$ cat src/rtl/gcpl_shreg.sv
module gcpl_shreg #(
  parameter int DEPTH = 8
) (
  input  logic             clk,
  input  logic             clr_n,
  input  logic             hold,
  input  logic             shift_mode,
  input  logic             ser_in,
  input  logic [DEPTH-1:0] par_in,
  output logic             ser_out
);

  localparam int LAST = DEPTH - 1;

  logic [DEPTH-1:0] stage;
  logic [1:0]       arm;
  logic             run;

  // release retiming: clear drops arm at once, arm refills one bit per edge
  always_ff @(posedge clk or negedge clr_n) begin
    if (!clr_n) arm <= '0;
    else        arm <= {arm[0], 1'b1};
  end

  assign run = arm[1];

  always_ff @(posedge clk or negedge clr_n) begin
    if (!clr_n)
      stage <= '0;
    else if (run && !hold)
      stage <= shift_mode ? {stage[LAST-1:0], ser_in} : par_in;
  end

  assign ser_out = stage[LAST];

  p_shift_r1: assert property (@(posedge clk) disable iff (!clr_n)
    (run && !hold && shift_mode) |=> ser_out == $past(stage[LAST-1]));

  p_load_r2: assert property (@(posedge clk) disable iff (!clr_n)
    (run && !hold && !shift_mode) |=> stage == $past(par_in));

  p_hold_r4: assert property (@(posedge clk) disable iff (!clr_n)
    hold |=> $stable(stage));

  p_clear_r5: assert property (@(posedge clk)
    !clr_n |-> (stage == '0 && ser_out == 1'b0));

  p_release_r6: assert property (@(posedge clk) disable iff (!clr_n)
    $rose(clr_n) |=> stage == '0);

endmodule

$ cat config.mk
export PLATFORM = sky130hd
export DESIGN_NAME = gcpl_shreg
export DESIGN_NICKNAME = d
export VERILOG_FILES = /design/src/rtl/gcpl_shreg.sv
export SDC_FILE = /design/constraint.sdc
export NUM_CORES = 1
export LEC_CHECK = 0
export BUFFER_PORTS_ARGS = -buffer_cell sky130_fd_sc_hd__buf_2
export CAP_MARGIN = 20
export CORE_AREA = 10 10 47 49
export CTS_CLUSTER_SIZE = 28
export DETAILED_ROUTE_END_ITERATION = 10
export DIE_AREA = 0 0 57 59
export PLACE_DENSITY = 0.6
export RECOVER_POWER = 50
export SLEW_MARGIN = 20
export SYNTH_ARGS = -nofsm -noshare
export SYNTH_HDL_FRONTEND = slang
export SYNTH_SLANG_ARGS = --single-unit
$ cat constraint.sdc
create_clock -name clk -period 1.29 [get_ports clk]
set_input_delay 0.0645 -clock clk [delete_from_list [all_inputs] [get_ports clk]]
set_output_delay 0.0645 -clock clk [all_outputs]
set_load 0.05 [all_outputs]
# --- After elaboration in Yosys (flattened, before gate mapping) ---
# Cells that the tools add are included.
word_totals:
  regBits: 10
  in_bits: 13
  output_inout_bits: 1
  word_cells: 5
classes:
  muxes: 1
  reduce_logical: 2
op_table:
  columns: ["op", "count"]
  rows:
  - ["$mux W8", 1]
  - ["$logic_and A1 B1 Y1", 1]
  - ["$logic_not A1 Y1", 1]

# --- Longest topological paths before layout ---
# Gate-level depths: netlist of the first run.
depth:
  word_depth: 2
  ltp_mapped: 3
  ltp_nobuf: 2

# --- Worst setup path before layout of the first run ---
# OpenSTA, ideal clock, no wires.
synth_timing:
  kind: "flip-flop to flip-flop"
  start: "reg arm[1]"
  end: "reg stage[0]"
  setup_ns: 0.125
  arrival_ns: 0.940
  required_ns: 1.165
  setup_slack_ns: 0.225
  stages_incl_launch_ff: 4
  n_path_buf: 1
  synth_period_minus_slack_ns: 1.065
  path_cell_list: "dfrtp_1 nor2b_1 buf_2 mux2_4"
synth_via:
  elab_chain_len: 1
synth_lines:
  columns: ["item", "line", "source"]
  rows:
  - ["start, declared", "16", "logic [1:0] arm;"]
  - ["start signal, assigned", "22", "else arm <= {arm[0], 1'b1};"]
  - ["$logic_and A1 B1 Y1", "30", "else if (run && !hold)"]
  - ["end signal, assigned", "31", "stage <= shift_mode ? {stage[LAST-1:0], ser_in} : par_in;"]
  - ["end, declared", "15", "logic [DEPTH-1:0] stage;"]
# No other way between the ends.
# A chain may end at the register's enable or synchronous reset.

# --- Final worst setup path of the first run ---
layout_timing:
  start: "reg arm[1]"
  end: "reg stage[7]"
# Same word-level chain as after synthesis.

==> results of run 1 <==
==> area by class of cell <==
cell class                      count  area, sq um
Fill cell                         139          763
Multi-Input combinational cell     18          258
Sequential cell                    10          250
Timing Repair Buffer               14         73.8
Clock buffer                        4         36.3
Tap cell                           16         20.0
==> sequential cells by signal, summed over array words and instances, names as in the netlist <==
name,cells
stage,8
arm,2
==> where the power goes <==
group | internal [mW] | leakage [nW] | switching (mW) | total [mW]
logic | 0.167 | 0.189 | 0.0909 | 0.258
registers | 0.381 | 0.118 | 0.0405 | 0.422
clock network | 0.171 | 0.0210 | 0.101 | 0.272
==> per-stage QoR <==
step	total power, mW	util
after CTS	0.968	0.453
after detailed placement	0.684	0.418
after global routing	1.01	0.455
final	0.952	0.455
after floorplan	0.623	-
after global placement	0.668	0.418
==> worst min-delay path, delay by kind of cell <==
| kind | cells | cell delay [ns] |
|---|---|---|
| buf+inv | 1 | 0.08 |
| mux | 2 | 0.25 |
==> synth_stat cells <==
cell     number
nor2b_1       1
dfrtp_1      10
mux2_4       16
buf_2         1
buf_6         1
conb_1        1
==> logic make-up (layout without fill, tap and decap cells) <==
group	after synthesis	count (layout)	share of synthesized area
buffers and inverters	2	18	0.0315
other	1	1	0.00726
and+or+nand+nor	1	1	0.0121
muxes	16	16	0.465
DFF	10	10	0.484
==> timing repair <==
action / in CTS / in global routing
gates cloned: 0 / 0
hold endpoints to repair: 10 / 0
resized for setup: 1 / 1
hold buffers: 1 / 0
endpoints found under the setup margin: 8 / 8
==> routing by layer <==
layer	share of wire	track usage	up-vias
met3	0.061	0.0386	0
met4	0	0.0101	0
met1	0.48	0.0666	130
met5	0	0	-
met2	0.46	0.0946	11
li1	-	-	135
==> how the worst max path moves through the flow <==
| stage | endpoint | slack (ns) |
|---|---|---|
| 2_1_floorplan | stage[0] | 0.23 |
| 5_1_grt | stage[3] | 0.16 |
| 4_1_cts | stage[7] | 0.004 |
| 3_5_place_dp | stage[7] | -0.29 |
| 6_report | stage[7] | 0.18 |
| 3_3_place_gp | stage[1] | -0.22 |
==> run metrics, run 1 <==
CP Depth=2; Lkg Pwr=0.327 nW; Hold Path Cell Cnt=3; CTS Buffer Depth=2; CTS tree=done; Layout area overhead=23.5%; Distinct cells, synth=6; synth top area cells=dfrtp_1, mux2_4, buf_6, nor2b_1, buf_2; global-route wire length before repair=around 1600 um; R2R Path End=stage[7]; antenna diode count=0; Fin. Hold Viols=0; Initial Util=0.369; post-CTS setup buffers=0; critical path startpoint=arm[1]; VDD IR max=between 0.0007 and 0.0008 V; Req. time, crit path=approximately 1.4 ns; Hold Startpoint=par_in[1]; total congestion overflow=0; largest net degree at the start of global routing=11; die height=~59 um; Slew headroom=0.642; pre-CTS setup slack=-0.289 ns; Seq/Total Area, Yosys=0.484; MaxCap Viol Count=0; core area=0.00140 sq mm; Tot GR Track Use=0.0596; vias in the first global route=roughly 330; initial antenna violation count=0; max incr delay on CP=between 0.3 and 0.4 ns; WHS=between 0.15 and 0.2 ns; RSZ-0062 raised after global routing=false; Finish-stage setup viols=0; DRC viols=0; R2R Setup Slk=~0.18 ns; mean post-synth cell area=around 17 sq um; hold crit path type=in2reg; worst skew pair latency=between 0.2 and 0.3 ns; crit end category=flop; DR iter-0 viols=2; highest fanout seen on the critical path=8; most frequent cells in the layout=mux2_4, buf_2, dfrtp_1; NumNets Final=60; Yosys top cell by area=dfrtp_1; reg2reg path depth=2; Final Non-Filler Cells=62; Setup TNS=0 ns; H-tree levels=1; Max Slew Vio Count=0; DP HPWL=740 um; CP arrival=~1.3 ns; Clock Sinks=10; fin area=approximately 640 sq um; Worst Skew=between 0.0007 and 0.0008 ns; Final Wtd Congestion=~0.7; Gate Count Post-Synth=30; Std-Cell Rows=14; Post-Route WL=~940 um; CP Launch Type=flop; Die Wd=57 um; hold path endpoint=stage[1]; reg2reg start=arm[1]; crit path time final=around 1.1 ns; Worst Tran Pin Value=approximately 0.54 ns; most common cell after layout, fill and taps aside=mux2_4; Die ar.=~0.0034 sq mm; routed length per instance=15.1 um; Yosys reg bits=10; Crit Path Class=reg2reg; total CTS buffers=3; Vias/cell=roughly 4.5; Placed Cells incl. Taps=57; Buf+Inv Stages, Crit Path=0; IO Pins=14; input/output buffers=13; layout cells sized above 1=0.717; delay-heaviest family, CP=multiplexers; top cell type's share of synthesized area=0.484; power density over the cells=between 1000 and 1500 mW/mm^2; remaining antenna violation count=0; CP max stage cell=mux2_4; Pre-antenna DRT Iters=3; Syn Nets=43; status=finished, final reports clean; fin crit share=0.863; Worst-path clk slew=0.06 ns; final setup margin=~0.18 ns; via count=roughly 280; Root Driver=clkbuf_4; FMAX=about 900 MHz; synthesized area=517 sq um; Critical Path, Cell by Cell=nor2b_4, mux2_4; warnings from Yosys=0; placed instance area=586 sq um
Power figures use the tool's default switching activity.
==> inputs of run 2 (changes only) <==
--- a/config.mk
+++ b/config.mk
@@ -5,13 +5,14 @@
 export SDC_FILE = /design/constraint.sdc
 export NUM_CORES = 1
 export LEC_CHECK = 0
+export ABC_AREA = 1
 export BUFFER_PORTS_ARGS = -buffer_cell sky130_fd_sc_hd__buf_2
 export CAP_MARGIN = 20
 export CORE_AREA = 10 10 47 49
 export CTS_CLUSTER_SIZE = 28
 export DETAILED_ROUTE_END_ITERATION = 10
 export DIE_AREA = 0 0 57 59
-export PLACE_DENSITY = 0.6
+export PLACE_DENSITY = 0.57
 export RECOVER_POWER = 50
 export SLEW_MARGIN = 20
 export SYNTH_ARGS = -nofsm -noshare
==> run metrics, run 2 <==
status=finished, final reports clean; DP HPWL=744 um (+0.46%); initial antenna violation count=0 (unchanged); Post-Route WL=1010 um (+7.7%); Worst Skew=0.000142 ns (-0.000599 ns); synth top area cells=dfrtp_1, nand2_1, buf_6, inv_8, nand2_4; final core utilization=0.414 (-0.0411); Std-Cell Rows=14 (unchanged); H-tree levels=1 (unchanged); Total Power=0.710 mW (-25%); FMAX=1080 MHz (+20%); Fin. Hold Viols=0 (unchanged); core area=0.00140 sq mm (unchanged); Pint=0.511 mW (-29%); crit path time final=0.925 ns (-0.189 ns); Worst-path clk slew=0.06 ns (about the same); Root Driver=clkbuf_4; top-count cell post-synth=nand2_1; delay-heaviest family, CP=flip-flops; vias in the first global route=418 (+25%); Logic pwr share=0.184 (-0.087); Worst Tran Pin Value=0.535 ns (-0.00194 ns); synthesized area=475 sq um (-8.0%); Die ar.=0.00336 sq mm (unchanged); Buf+Inv Stages, Crit Path=1 (+1); Max Slew Vio Count=0 (unchanged); power density over the cells=1220 mW/mm^2 (-18%); Finish-stage setup viols=0 (unchanged); largest net degree at the start of global routing=11 (unchanged); FF+latch area=250 sq um (unchanged); Seq/Total Area, Yosys=0.526 (+0.0421); Syn Nets=77 (+79%); Clock Sinks=10 (unchanged); most frequent cells in the layout=nand2_1, buf_2, dfrtp_1; Layout area overhead=22.1%; layout cells sized above 1=0.238 (-0.480); max FFs per register=8 (unchanged); IO Pins=14 (unchanged); highest fanout seen on the critical path=2 (-6); hold crit path type=in2reg; CTS tree=done; total CTS buffers=3 (unchanged); Hold Path Cell Cnt=5 (+2); Initial Util=0.339 (-0.0295); Final Wtd Congestion=0.799 (+11%); crit end category=primary output; via count=403 (+46%); R2R Setup Slk=0.46 ns (+0.28 ns); post-CTS setup buffers=0 (unchanged); most flop-heavy register=stage; RSZ-0062 raised after global routing=false; switching share of total power=0.281 (+0.0365); max incr delay on CP=0.34 ns (about the same); hold path endpoint=stage[6]; Synth top cells by count=nand2_1, dfrtp_1, inv_2; sequential share of power=0.528 (+0.085); VDD IR max=0.000564 V (-23%); top cell type's share of synthesized area=0.526 (+0.0421); CP arrival=0.86 ns (-0.40 ns); WHS=0.0865 ns (-0.0771 ns); async set-or-reset flop fraction in the synthesized netlist=1.00 (unchanged); DRC viols=0 (unchanged); hold_buf cts=1 (unchanged); Req. time, crit path=1.23 ns (-0.20 ns); Pre-antenna DRT Iters=4 (+1); NumNets Final=95 (+58%); die height=59 um (unchanged); fill count=168 (+21%); CTS Buffer Depth=2 (unchanged); Yosys reg bits=10 (unchanged); worst skew pair latency=0.26 ns (about the same); DR iter-0 viols=3 (+1); antenna diode count=0 (unchanged); MaxCap Viol Count=0 (unchanged); Vias/cell=4.20 (-5.7%); Top Registers=stage: 8 flops, arm: 2 flops; Critical Path, Cell by Cell=buf_2; input/output buffers=13 (unchanged); Slew headroom=0.643 (+0.00129); R2R Path End=stage[3]; routed length per instance=10.5 um (-30%); Lkg Pwr=0.355 nW (+8.5%); Setup TNS=0 ns (unchanged); fin crit share=0.717 (-0.147); most common cell after layout, fill and taps aside=nand2_1; Gate Count Post-Synth=64 (+110%); Crit Path Class=reg2out; CP Launch Type=flop; Tot GR Track Use=0.0706 (+0.0110); global-route wire length before repair=1860 um (+20%); remaining antenna violation count=0 (unchanged); Yosys top cell by area=dfrtp_1; Die Wd=57 um (unchanged); mean post-synth cell area=7.43 sq um (-57%); EDFF count, synth=0 (unchanged); NetSw=0.199 mW (-14%); ys flop type=dfrtp_1; post-CTS sizing=0 (-1); reg2reg start=arm[1]; CP max stage cell=dfrtp_1; warnings from Yosys=0 (unchanged); reg2reg path depth=4 (+2); Hold Startpoint=par_in[6]; Distinct cells, synth=7 (+1); Clk pwr share=0.289 (+0.003); area of the multi-input gates=195 sq um (-24%); total congestion overflow=0 (unchanged)
[run 2: cell types whose count changed in the layout (fill, tap and decap cells not counted)]
cell and delta:
nor2b_4 -1, inv_8 +1, inv_2 +2, mux2_4 -16, nand2_1 +48, nand2_4 +1, clkbuf_8 -1
[run 2: worst register-to-register path: stages, from the launching register on]
cell	delay, ns
dfrtp_1	0.39
nand2_4	0.12
inv_2	0.09
nand2_1	0.07
nand2_1	0.05
[run 2: kinds of logic (layout without fill, tap and decap cells)]
group         after synthesis  in the layout  synth area share
simple gates               49             49             0.403
buf+inv                     4             20            0.0632
flops                      10             10             0.526
other cells                 1              1           0.00789
[run 2: layout make-up]
| type | instances | area share |
|---|---|---|
| repair buffers | 14 | 0.127 |
| inverters | 3 | 0.0323 |
| multi-input cells | 50 | 0.336 |
| well taps | 16 | 0.0345 |
| flip-flops and latches | 10 | 0.431 |
| clock buffers | 3 | 0.0388 |
[run 2: how the worst max path moves through the flow]
stage          startpoint  cells past startpoint  endpoint  slack, ns
5_1_grt          stage[7]                      1   ser_out       0.31
4_1_cts          stage[7]                      1   ser_out       0.35
3_5_place_dp       arm[1]                      4  stage[3]       0.46
2_1_floorplan    stage[7]                      2  stage[7]       0.45
6_report         stage[7]                      1   ser_out       0.37
3_3_place_gp       arm[1]                      4  stage[7]       0.48
[run 2: metrics by stage]
step / cell area [sq um] / worst slack (ns) / cells
final: 581 / 0.365 / 96
after global routing: 581 / 0.306 / 96
after CTS: 582 / 0.351 / 96
after detailed placement: 549 / 0.462 / 92
after global placement: 549 / 0.480 / 92
after floorplan: 475 / 0.454 / 64
[run 2: layer usage]
| layer | vias to the layer above | part of all wire | GRT usage |
|---|---|---|---|
| met2 | 13 | 0.39 | 0.0884 |
| met1 | 163 | 0.51 | 0.0900 |
| met4 | 0 | 0.023 | 0.0503 |
| met3 | 4 | 0.075 | 0.0343 |
| li1 | 223 | - | - |
| met5 | - | 0 | 0 |
[run 2: power groups by stage]
| stage | clock [mW] | combinational (mW) | sequential, mW |
|---|---|---|---|
| 4_1_cts | 0.211 | 0.133 | 0.374 |
| 6_report | 0.205 | 0.130 | 0.375 |
| 3_3_place_gp | 0 | 0.130 | 0.381 |
| 5_1_grt | 0.230 | 0.156 | 0.381 |
| 2_1_floorplan | 0 | 0.0746 | 0.392 |
| 3_5_place_dp | 0 | 0.130 | 0.380 |
